## src/rtl/rtc_evdly_pkg.sv

```systemverilog
package rtc_evdly_pkg;

    // Geometry of the block
    localparam int NUM_CH   = 3;
    localparam int CODE_W   = 4;
    localparam int CNT_W    = 8;

    // Field positions inside the control word (decoded by neighbours)
    localparam int DLY_LSB  = 8;
    localparam int MASK_LSB = 16;
    localparam int CTRL_W   = MASK_LSB + NUM_CH;

    // Table shape
    localparam int LIN_LAST  = 4;    // last code of the doubling segment
    localparam int STEP      = 16;   // step of the linear segment
    localparam int MAX_CODE  = 13;   // last code of the linear segment
    localparam int MAX_DELAY = STEP * (MAX_CODE - LIN_LAST);

    typedef logic [CNT_W-1:0] cycles_t;

    typedef enum logic [1:0] {
        CH_IDLE = 2'b00,
        CH_WAIT = 2'b01
    } ch_state_e;

    typedef struct packed {
        logic [NUM_CH-1:0] mask;
        logic [CODE_W-1:0] code;
    } evcfg_t;

    // Delay code to cycle count
    function automatic int code_to_cycles(input logic [CODE_W-1:0] code);
        int c;
        c = int'(code);
        if (c == 0)
            return 0;
        else if (c <= LIN_LAST)
            return 1 << (c - 1);
        else if (c <= MAX_CODE)
            return STEP * (c - LIN_LAST);
        else
            return MAX_DELAY;
    endfunction

endpackage

```

## src/rtl/rtc_evdly_lut.sv

```systemverilog
module rtc_evdly_lut
    import rtc_evdly_pkg::*;
#(
    parameter int CW = CODE_W,
    parameter int NW = CNT_W
) (
    input  logic          clk,
    input  logic          rst,
    input  logic [CW-1:0] code_i,
    output logic [NW-1:0] cycles_o
);

    always_comb begin
        cycles_o = NW'(code_to_cycles(CODE_W'(code_i)));
    end

    // codes at and above the last linear code saturate at the maximum
    assert_sat_R4: assert property (@(posedge clk) disable iff (rst)
        (int'(code_i) >= MAX_CODE) |-> (int'(cycles_o) == MAX_DELAY));

    // only code 0 means no delay
    assert_zero_R1: assert property (@(posedge clk) disable iff (rst)
        (cycles_o == '0) |-> (code_i == '0));

endmodule

```

## src/rtl/rtc_evdly_chan.sv

```systemverilog
module rtc_evdly_chan
    import rtc_evdly_pkg::*;
#(
    parameter int NW = CNT_W
) (
    input  logic          clk,
    input  logic          rst,
    input  logic          raw_i,
    input  logic [NW-1:0] delay_i,
    output logic          dly_o
);

    ch_state_e     state_q;
    logic [NW-1:0] cnt_q;
    logic          expire;
    logic          load;

    assign load   = raw_i && (delay_i != '0);
    assign expire = (state_q == CH_WAIT) && (cnt_q == NW'(1));

    always_ff @(posedge clk) begin
        if (rst) begin
            state_q <= CH_IDLE;
            cnt_q   <= '0;
        end else if (load) begin
            state_q <= CH_WAIT;
            cnt_q   <= delay_i;
        end else if (state_q == CH_WAIT) begin
            if (expire) begin
                state_q <= CH_IDLE;
                cnt_q   <= '0;
            end else begin
                cnt_q   <= cnt_q - NW'(1);
            end
        end
    end

    always_comb begin
        dly_o = expire || (raw_i && (delay_i == '0));
    end

    // a pending count steps down by one each cycle when undisturbed
    assert_count_down_R2: assert property (@(posedge clk) disable iff (rst)
        ((state_q == CH_WAIT) && !expire && !raw_i)
        |=> ((state_q == CH_WAIT) && (cnt_q == $past(cnt_q) - NW'(1))));

    // a new event with nonzero delay reloads the count
    assert_reload_R7: assert property (@(posedge clk) disable iff (rst)
        (raw_i && (delay_i != '0)) |=> ((state_q == CH_WAIT) && (cnt_q == $past(delay_i))));

    // an idle channel with no raw event is silent
    assert_idle_quiet_R11: assert property (@(posedge clk) disable iff (rst)
        ((state_q == CH_IDLE) && !raw_i) |-> !dly_o);

    // a delayed pulse from a countdown lasts one cycle unless refired
    assert_one_cycle_R2: assert property (@(posedge clk) disable iff (rst)
        (expire && !raw_i) |=> (state_q == CH_IDLE));

endmodule

```

## src/rtl/rtc_evdly_comb.sv

```systemverilog
module rtc_evdly_comb #(
    parameter int N = 3
) (
    input  logic [N-1:0] dly_i,
    input  logic [N-1:0] mask_i,
    output logic         comb_o
);

    logic [N-1:0] sel;

    for (genvar i = 0; i < N; i++) begin : g_sel
        assign sel[i] = dly_i[i] & mask_i[i];
    end

    assign comb_o = |sel;

endmodule

```

## src/rtl/rtc_evdly_gen.sv

```systemverilog
module rtc_evdly_gen
    import rtc_evdly_pkg::*;
#(
    parameter int NCH = NUM_CH,
    parameter int NW  = CNT_W
) (
    input  logic                        clk,
    input  logic                        rst,
    input  logic [NCH-1:0]              raw_ev,
    input  logic [MASK_LSB+NCH-1:0]     ctrl_word,
    output logic [NCH-1:0]              dly_ev,
    output logic                        comb_ev
);

    localparam int CODE_HI = DLY_LSB + CODE_W - 1;
    localparam int MASK_HI = MASK_LSB + NCH - 1;

    logic [CODE_W-1:0] code;
    logic [NCH-1:0]    mask;
    logic [NW-1:0]     cycles;
    logic              unused_ctrl_bits;

    assign code = ctrl_word[CODE_HI:DLY_LSB];
    assign mask = ctrl_word[MASK_HI:MASK_LSB];
    assign unused_ctrl_bits = ^{ctrl_word[MASK_LSB-1:CODE_HI+1], ctrl_word[DLY_LSB-1:0]};

    rtc_evdly_lut #(.CW(CODE_W), .NW(NW)) u_lut (
        .clk      (clk),
        .rst      (rst),
        .code_i   (code),
        .cycles_o (cycles)
    );

    for (genvar i = 0; i < NCH; i++) begin : g_ch
        rtc_evdly_chan #(.NW(NW)) u_ch (
            .clk     (clk),
            .rst     (rst),
            .raw_i   (raw_ev[i]),
            .delay_i (cycles),
            .dly_o   (dly_ev[i])
        );
    end

    rtc_evdly_comb #(.N(NCH)) u_comb (
        .dly_i  (dly_ev),
        .mask_i (mask),
        .comb_o (comb_ev)
    );

    // an empty mask never yields a combined event
    assert_none_R6: assert property (@(posedge clk) disable iff (rst)
        (mask == '0) |-> !comb_ev);

    // a combined event always has a selected delayed event behind it
    assert_backed_R6: assert property (@(posedge clk) disable iff (rst)
        comb_ev |-> ($countones(dly_ev & mask) != 0));

endmodule

```

## config.mk

```make
export PLATFORM = sky130hd
export DESIGN_NAME = rtc_evdly_gen
export DESIGN_NICKNAME = d
export VERILOG_FILES = /design/src/rtl/rtc_evdly_pkg.sv /design/src/rtl/rtc_evdly_lut.sv /design/src/rtl/rtc_evdly_chan.sv /design/src/rtl/rtc_evdly_comb.sv /design/src/rtl/rtc_evdly_gen.sv
export SDC_FILE = /design/constraint.sdc
export NUM_CORES = 1
export LEC_CHECK = 0
export ABC_AREA = 1
export BUFFER_PORTS_ARGS = -buffer_cell sky130_fd_sc_hd__buf_2
export CAP_MARGIN = 5
export CORE_MARGIN = 1.5
export CORE_UTILIZATION = 52
export DETAILED_ROUTE_END_ITERATION = 8
export PLACE_DENSITY = 0.77
export SLEW_MARGIN = 20
export SYNTH_ARGS = -nofsm -noshare
export SYNTH_HDL_FRONTEND = slang
export SYNTH_SLANG_ARGS = --single-unit
```

## constraint.sdc

```tcl
create_clock -name clk -period 3.16 [get_ports clk]
set_input_delay 0.948 -clock clk [delete_from_list [all_inputs] [get_ports clk]]
set_output_delay 0.948 -clock clk [all_outputs]
set_load 0.1 [all_outputs]
```

After elaboration in Yosys (flattened, before gate mapping). Index checks and enable logic that the tools add are counted.

Reduce and logical (&&, ||, !) cells: 25. Shifts and indexed selects: 1. Mux-type cells: 21. Multipliers: 0. $add $sub $neg: 5. Bitwise operators: 3. Divide/modulo/power cells: 0. Eq/ne operators: 3. $lt $le $gt $ge: 2.

Operators with widths (count): 8-bit 2-to-1 mux (12); 1-bit by 32-bit left shift with 8-bit output, first input constant (1); 8-bit by 1-bit == test with 1-bit output, second input constant (3); 8-bit by 1-bit subtractor with 8-bit output, second input constant (3); 2-bit nonzero test (6); 1-bit logical AND (9); 1-bit 2-to-1 mux (9); 8-bit zero test (1); 8-bit nonzero test (1); 2-bit AND reduction (3); 4-bit by 1-bit subtractor with 5-bit output, second input constant (1); 4-bit by 3-bit less-or-equal comparator with 1-bit output, second input constant (1); 4-bit less-or-equal comparator, second input constant (1); 4-bit zero test (1); 4-bit by 3-bit subtractor with 4-bit output, second input constant (1); 1-bit bitwise AND (3); 1-bit logical OR (3); 3-bit OR reduction (1).

Bits in latches: 0. Bits in read-only memories: 0. Word-level logic and storage cells: 66. RAM bits: 0. Bits in registers: 27. Memories kept: 0. Output and inout port bits: 4. Input bits: 24.

Logic depth before layout (Yosys ltp). Gate-level depths: netlist (run 1).

Word-level depth: 9. Mapped depth: 15. Depth with buffers taken out: 14.

By module. A second synthesis (run 1) with hierarchy kept.

Cells, all modules: 410. Area, all modules: 2304.7 µm².

By module, submodules not included: rtc_evdly_chan (area each 658.1 µm², cells each 115, times used 3); rtc_evdly_lut (area each 314.1 µm², cells each 61, times used 1); rtc_evdly_comb (area each 16.3 µm², cells each 4, times used 1).

Worst setup path after synthesis (run 1). Ideal clock, no wire load.

Path type: input port to output port. From: input port ctrl_word[8]. To: output port comb_ev. Arrival: 2.906 ns. Stages on the path: 12. Setup slack: -0.694 ns. Path buffers: 1. Path through: inv_2 > ha_1 > inv_1 > nand2_1 > nand2_1 > nor2_1 > a21oi_1 > nand3_4 > buf_6 > o21ai_1 > nand2_1 > nand3_1.

Longest elaborated chain between the ends: 9. Elaborated cells between the ends (all ways): 20. Classes of those cells: add/sub: 2; order compare: 2; shift: 1; mux: 3; bitwise: 3; reduce/logical: 9.

RTL lines: start, declared (line rtc_evdly_gen.sv:10) `input logic [MASK_LSB+NCH-1:0] ctrl_word,`; 4-bit by 1-bit subtractor with 5-bit output (tied with other cells) (line rtc_evdly_pkg.sv:38) `return 1 << (c - 1);`; 1-bit by 32-bit left shift with 8-bit output / 8-bit 2-to-1 mux (equally long branches) (line rtc_evdly_pkg.sv:38, rtc_evdly_pkg.sv:39); 8-bit 2-to-1 mux (line rtc_evdly_pkg.sv:37) `else if (c <= LIN_LAST)`; 8-bit 2-to-1 mux (*) (line rtc_evdly_pkg.sv:35) `if (c == 0)`; 8-bit zero test (*) (line rtc_evdly_chan.sv:39) `dly_o = expire || (raw_i && (delay_i == '0));`; 1-bit logical AND (*) (line rtc_evdly_chan.sv:39); 1-bit logical OR (*) (line rtc_evdly_chan.sv:39); via g_ch[0].u_ch.dly_o (line rtc_evdly_chan.sv:10) `output logic dly_o`; 1-bit bitwise AND (*) (line rtc_evdly_comb.sv:12) `assign sel[i] = dly_i[i] & mask_i[i];`; 3-bit OR reduction (*) (line rtc_evdly_comb.sv:15) `assign comb_o = |sel;`; end, declared (line rtc_evdly_gen.sv:12) `output logic comb_ev`.

The timed path passes the listed nets; every way through them passes the cells marked *.

Final worst setup path (run 1).
From: input port ctrl_word[8]. To: output port comb_ev.

Longest elaborated chain between the ends: 9. Elaborated cells between the ends (all ways): 20. Classes of those cells: add/sub: 2; order compare: 2; shift: 1; mux: 3; bitwise: 3; reduce/logical: 9.

RTL lines (line): 4-bit by 1-bit subtractor with 5-bit output (tied with other cells) (rtc_evdly_pkg.sv:38); 1-bit by 32-bit left shift with 8-bit output / 8-bit 2-to-1 mux (equally long branches) (rtc_evdly_pkg.sv:38, rtc_evdly_pkg.sv:39); 8-bit 2-to-1 mux (rtc_evdly_pkg.sv:37); 8-bit 2-to-1 mux (*) (rtc_evdly_pkg.sv:35); 8-bit zero test (*) (rtc_evdly_chan.sv:39); 1-bit logical AND (rtc_evdly_chan.sv:39); 1-bit logical OR (rtc_evdly_chan.sv:39); 1-bit bitwise AND (rtc_evdly_comb.sv:12); 3-bit OR reduction (*) (rtc_evdly_comb.sv:15).

Mark *: on every way between the ends. The rest lies on a longest branch, timed or not.

==> results of run 1 <==
-- registers in the layout (all words and copies together) (netlist names) --
| register | count |
|---|---|
| g_ch.u_ch.state_q | 3 |
| g_ch.u_ch.cnt_q | 24 |
-- layout by cell type, fill, tap and decap left out, types with 2 or more instances in the layout --
cell,synthesis,layout
nand3_1,65,60
nand2_1,62,57
nor2_1,63,56
inv_1,44,41
buf_4,4,30
dfxtp_1,27,27
nor3_1,9,9
o21ai_1,11,9
xor2_1,9,9
buf_2,3,9
a21oi_1,9,7
ha_1,9,7
nand2_2,2,6
xnor2_1,6,6
buf_12,0,6
nor2_4,2,5
nor2_2,0,4
nand3_2,1,4
inv_2,3,3
nand3_4,1,3
nand4_1,3,3
o21ai_0,3,3
clkbuf_8,0,3
nand2_4,1,2
a21oi_2,1,2
o21ai_4,0,2
or2_2,2,2
ha_4,0,2
buf_6,2,2
-- cell type report --
| type | instances | area [um2] |
|---|---|---|
| Sequential cell | 27 | 541 |
| Multi-Input combinational cell | 265 | 1520 |
| Tap cell | 50 | 62.6 |
| Inverter | 47 | 208 |
| Timing Repair Buffer | 47 | 413 |
| Clock buffer | 3 | 41.3 |
| Fill cell | 345 | 1200 |
| Clock inverter | 1 | 7.51 |
-- worst max-delay path, cell delays in order --
cell	delay, ns
buf_12	0.10
inv_16	0.03
ha_4	0.17
nand2_1	0.13
nand2_4	0.09
nand3_4	0.11
nor2_4	0.04
nor2_4	0.12
nand3_4	0.15
o21bai_4	0.19
nand2_2	0.09
nand3_4	0.10
buf_12	0.17
-- path summary, 6_finish.rpt --
check                          endpoint  slack (ns)  cells past startpoint
setup / recovery                comb_ev       -0.24                     13
hold / removal    g_ch[1].u_ch.cnt_q[4]        0.54                      2
setup reg to reg  g_ch[2].u_ch.cnt_q[0]        1.45                      8
hold reg to reg   g_ch[1].u_ch.cnt_q[4]        0.54                      2
-- power groups by stage --
stage / Combinational (mW) / Clock, mW / Sequential [mW]
final: 0.467 / 0.213 / 0.411
after global routing: 0.525 / 0.233 / 0.417
after CTS: 0.456 / 0.221 / 0.410
after detailed placement: 0.441 / 0 / 0.417
after global placement: 0.431 / 0 / 0.417
after floorplan: 0.345 / 0 / 0.409
-- metal layers --
layer / vias to the layer above / track usage
li1: 1200 / -
met1: 1051 / 0.332
met2: 39 / 0.469
met3: 2 / 0.0450
met4: 0 / 0.0332
met5: - / 0
-- logic make-up (layout without fill, tap and decap cells) --
family / after synthesis / count (layout) / share of synthesized area
AO/OA/AOI/OAI: 27 / 27 / 0.0677
AND/OR/NAND/NOR: 214 / 214 / 0.448
buffers and inverters: 61 / 98 / 0.121
flip-flops: 27 / 27 / 0.250
XOR/XNOR: 15 / 15 / 0.0607
adder cells (fa/ha/maj): 9 / 9 / 0.0521
-- timing repair --
| action | CTS | global route |
|---|---|---|
| hold buffers | 0 | 0 |
| setup endpoints to repair | 4 | 4 |
| setup buffers | 3 | 3 |
| pin swaps | 15 | 14 |
| gates resized for setup | 13 | 10 |
==> metrics, run 1 <==
root buf cell clkbuf_8; Rows 23; wire per inst 11.9 um; utilization after layout 0.699; Synth async-reset ratio 0; Via density 5.21; antenna violations before repair 0; Min Hold Slack 0.538 ns; cts bufs inserted 3; via count 2292; status finished with violations; die area 4560 um2; clock power share 0.195; Leak Pwr 1.37 nW; post-synth top area cell dfxtp_1; Max Slew Vio Count 0; Net Sw Power 0.429 mW; post-synth top area share 0.250; combinational power share 0.428; Cells after DPL 430; largest net degree at the start of global routing 18; Post-synth EDFFs 0; Die Wd 67.5 um; Final Cell Area 2800 um2; setup TNS -0.729 ns; Hold Startpoint g_ch[1].u_ch.cnt_q[4]; failing checks negative setup slack; Met3 Wirelength 202 um; slack of the critical path -0.242 ns; number of DRC markers in iteration 0 194; Critical Path Sink Type output port; final period utilization 1.08; n_diodes 0; unique cell type count in the Yosys netlist 32; RSZ-0062 raised after global routing yes; Max FO, Critical Path 6; final total power 1.09 mW; met2 wire length 2.59 mm; type of the worst setup path primary input to output port; first-pass GRT wire length 9.33 mm; CTS tree built; DRT Pass-1 Iters 5; Routed WL 5.23 mm; die extent in y 67.5 um; clock latency on the worst-skew pair 0.28 ns; post-place setup slack -0.351 ns; most frequent cell after synthesis nand3_1; max layer used met4; Yosys Warn Count 0; CTS clk-pin slew, worst paths 0.11 ns; PwrDens 390 nW/um2; DRT antenna net count 0; sequential fraction of the synthesis area 0.250; Final Non-Filler Cells 440; DRC 0; routability congestion estimate 0.886; vias in the first global route 2149; syn_area_per_cell 6.13 um2; clk_skew 0.00957 ns; io pins 28; crit path launch ctrl_word[8]; fraction of layout instances using a drive strength above 1 0.238; Area Overhead vs Synth 29.3%; Final Hold Fails 0; Crit path required time 2.21 ns; post-layout minimum cycle time 3.40 ns; port bufs 15; total global routing overflow 0; Starting Density 0.541; ranking of synthesized cells by area dfxtp_1, nand3_1, nor2_1, nand2_1, inv_1; cell area after synthesis 2160 um2; Worst Path Arrival 2.45 ns; post-synthesis sequential element count 27; max_cap viols 0; H-tree lvl count 1; clock sink total 27; hpwl dp 3.88 mm; HP Class flip-flop to flip-flop; worst r2r src g_ch[2].u_ch.state_q[0]; peak supply drop 0.267 mV; final setup violation count 4; Post-synth top cells nand3_1, nor2_1, nand2_1; Int Pwr 0.662 mW; area of the core 4000 um2; actual slew at the worst max-slew pin 0.531 ns; metal1 wirelength 2.42 mm; Seq pwr share 0.376; fin nets 424; Slew HR 0.643; Achievable Freq 294 MHz; post-synthesis net count 386; DP Area 2620 um2; Synth Instances 353; Post-synth top flop dfxtp_1; gr usage total 0.261; Clock Tree Buf Depth 2; switching part of the total power 0.393; crit start category primary input
(Power assumes the default switching activity.)
==> inputs of run 2 (changes only) <==
CORE_UTILIZATION = 53   (was 52)
PLACE_DENSITY = 0.78   (was 0.77)
SLEW_MARGIN = 10   (was 20)
SYNTH_HIERARCHICAL = 1   (was not set)
==> run 2 against run 1 <==
Global-route usage grew 7.8 points. Critical path type is now primary input to flip-flop. Via count grew 49%. Register-to-register slack lost 0.12 ns. Wire length grew 110%. Critical path depth grew 12. Die area grew 4.3%. Hold slack gained 0.10 ns. Synthesized cell count grew 16%. Design area grew 34%. The run still ends with negative setup slack left. Power grew 35%. Setup slack lost 0.53 ns. Sequential share of layout area shrank 4.9 points.
==> metrics, run 2 <==
status finished with violations; failing checks negative setup slack; via count 3411; number of DRC markers in iteration 0 606; post-layout minimum cycle time 3.93 ns; Via density 6.06; max FFs per register 24; Synth async-reset ratio 0; most frequent cells in the layout nor2_1, nand2_1, buf_4; post-synthesis xor/xnor area fraction 0.0342; largest net degree at the start of global routing 28; crit start category primary input; Max stage delay on crit path 0.28 ns; vias in the first global route 2764; Post-synth top flop dfxtp_1; # hold bufs at CTS 0; slack of the critical path -0.771 ns; Leak Pwr 1.91 nW; die area 4750 um2; max_cap viols 0; clock sink total 27; ranking of synthesized cells by area dfxtp_1, nor2_1, nand2_1, nand3_1, inv_1; post-synthesis net count 446; Worst Path Arrival 4.14 ns; antenna violations before repair 0; first-pass GRT wire length 12.0 mm; Slew HR 0.598; Area Overhead vs Synth 62.3%; cell area after synthesis 2300 um2; H-tree lvl count 1; Compound-Gate Fraction of Synth Area 0.0423; Clock Tree Buf Depth 2; DRC 0; final period utilization 1.24; io pins 28; HP Class flip-flop to flip-flop; root buf cell clkbuf_8; peak supply drop 0.295 mV; Achievable Freq 254 MHz; DP Area 3050 um2; routability congestion estimate 0.887; port bufs 15; highest-delay cell along the critical path o21ai_4; post-synth top area share 0.235; Die Wd 68.9 um; Largest regs g_ch.u_ch/cnt_q: 24 flops, g_ch.u_ch/state_q: 3 flops; Post-synth EDFFs 0; Filler Cell Count 151; Final Non-Filler Cells 563; Most flops, register g_ch.u_ch/cnt_q; CTS clk-pin slew, worst paths 0.11 ns; mux share of post-synthesis cell area 0; area of the core 4090 um2; gr usage total 0.338; clock latency on the worst-skew pair 0.28 ns; Critical Path Sink Type flip-flop; cell mode on critical path buf_4; most frequent cell after synthesis nor2_1; hpwl dp 4.28 mm; Yosys Warn Count 6; total global routing overflow 0; syn_area_per_cell 5.62 um2; DRT Pass-1 Iters 8; CTS tree built; DRT antenna net count 0; Cells after DPL 517; sequential fraction of the synthesis area 0.235; die extent in y 68.9 um; actual slew at the worst max-slew pin 0.603 ns; post-synthesis sequential element count 27; fraction of layout instances using a drive strength above 1 0.382; Max FO, Critical Path 6; n_diodes 0; Post-Synth Simple-Gate Area 0.536; Max Slew Vio Count 0; Crit path required time 3.37 ns; type of the worst setup path primary input to flip-flop; Post-synth top cells nor2_1, nand2_1, nand3_1; unique cell type count in the Yosys netlist 20; adder-cell area share of the yosys netlist 0.0651; Synth Instances 410; largest family of logic cells by synthesized area simple AND/OR/NAND/NOR gates; commonest non-fill, non-tap cell in the layout nor2_1; clk_skew 0.00340 ns; Final Hold Fails 0; RSZ-0062 raised after global routing yes; post-synth top area cell dfxtp_1; Final Cell Area 3740 um2; Starting Density 0.564; fin nets 550; wire per inst 19.5 um; PwrDens 395 nW/um2; cts bufs inserted 3; final setup violation count 23; Rows 23; setup TNS -12.49 ns; Routed WL 11.0 mm
## run 2: metal layers
metal | share of wire | GRT usage | vias up
met1 | 0.33 | 0.376 | 1499
met2 | 0.44 | 0.615 | 323
li1 | - | - | 1458
met3 | 0.11 | 0.0471 | 131
met5 | 0 | 0 | -
met4 | 0.11 | 0.186 | 0
## run 2: report_power, final
group	internal, mW	switching (mW)	leakage, nW	total [mW]
registers	0.379	0.0529	0.222	0.432
logic	0.327	0.503	1.67	0.830
clock network	0.0899	0.126	0.0217	0.216
## run 2: logic make-up after synthesis
| group | count (synthesis) |
|---|---|
| AOI/OAI and AO/OA | 12 |
| xor gates and xnor gates | 9 |
| adders and majority gates | 12 |
| buffers and inverters | 54 |
| DFF | 27 |
| and+or+nand+nor | 296 |
## run 2: through the flow
| stage | util | setup WS (ns) | hold WS, ns | power [mW] |
|---|---|---|---|---|
| after floorplan | - | -0.528 | 0.539 | 0.845 |
| after global placement | 0.747 | -0.601 | 0.557 | 0.999 |
| after detailed placement | 0.747 | -0.672 | 0.564 | 1.02 |
| after CTS | 0.841 | -0.526 | 0.587 | 1.30 |
| after global routing | 0.915 | -0.841 | 0.673 | 1.55 |
| final | 0.915 | -0.771 | 0.642 | 1.48 |
## run 2: final cells by class
class / instances / area (um2) / share of cell area
well taps: 50 / 62.6 / 0.0167
multi-input cells: 329 / 2010 / 0.536
inverters: 51 / 224 / 0.0599
clock buffers: 3 / 41.3 / 0.0110
repair buffers: 102 / 858 / 0.230
clock inverters: 1 / 7.51 / 0.00201
flip-flops and latches: 27 / 541 / 0.145
## run 2: what timing repair did
item                                    4_1_cts  5_1_grt
resized for setup                            29       60
pin swaps                                    44       37
setup buffers                                30       13
endpoints found under the setup margin        4       23
## run 2: path summary, 6_finish.rpt
check                           cells after the start                   from  slack, ns               endpoint
worst max-delay path                               25          ctrl_word[11]      -0.77  g_ch[0].u_ch/cnt_q[0]
worst min-delay path                                3  g_ch[2].u_ch/cnt_q[0]       0.64  g_ch[2].u_ch/cnt_q[0]
worst max register to register                      8  g_ch[2].u_ch/cnt_q[0]       1.33  g_ch[2].u_ch/cnt_q[2]
worst min register to register                      3  g_ch[2].u_ch/cnt_q[0]       0.64  g_ch[2].u_ch/cnt_q[0]
## run 2: critical path: cells and delay by family
kind	cells	cell delay, ns
compound gates	2	0.47
simple gates	8	0.83
fa+ha+maj	1	0.16
buf+inv	14	1.71
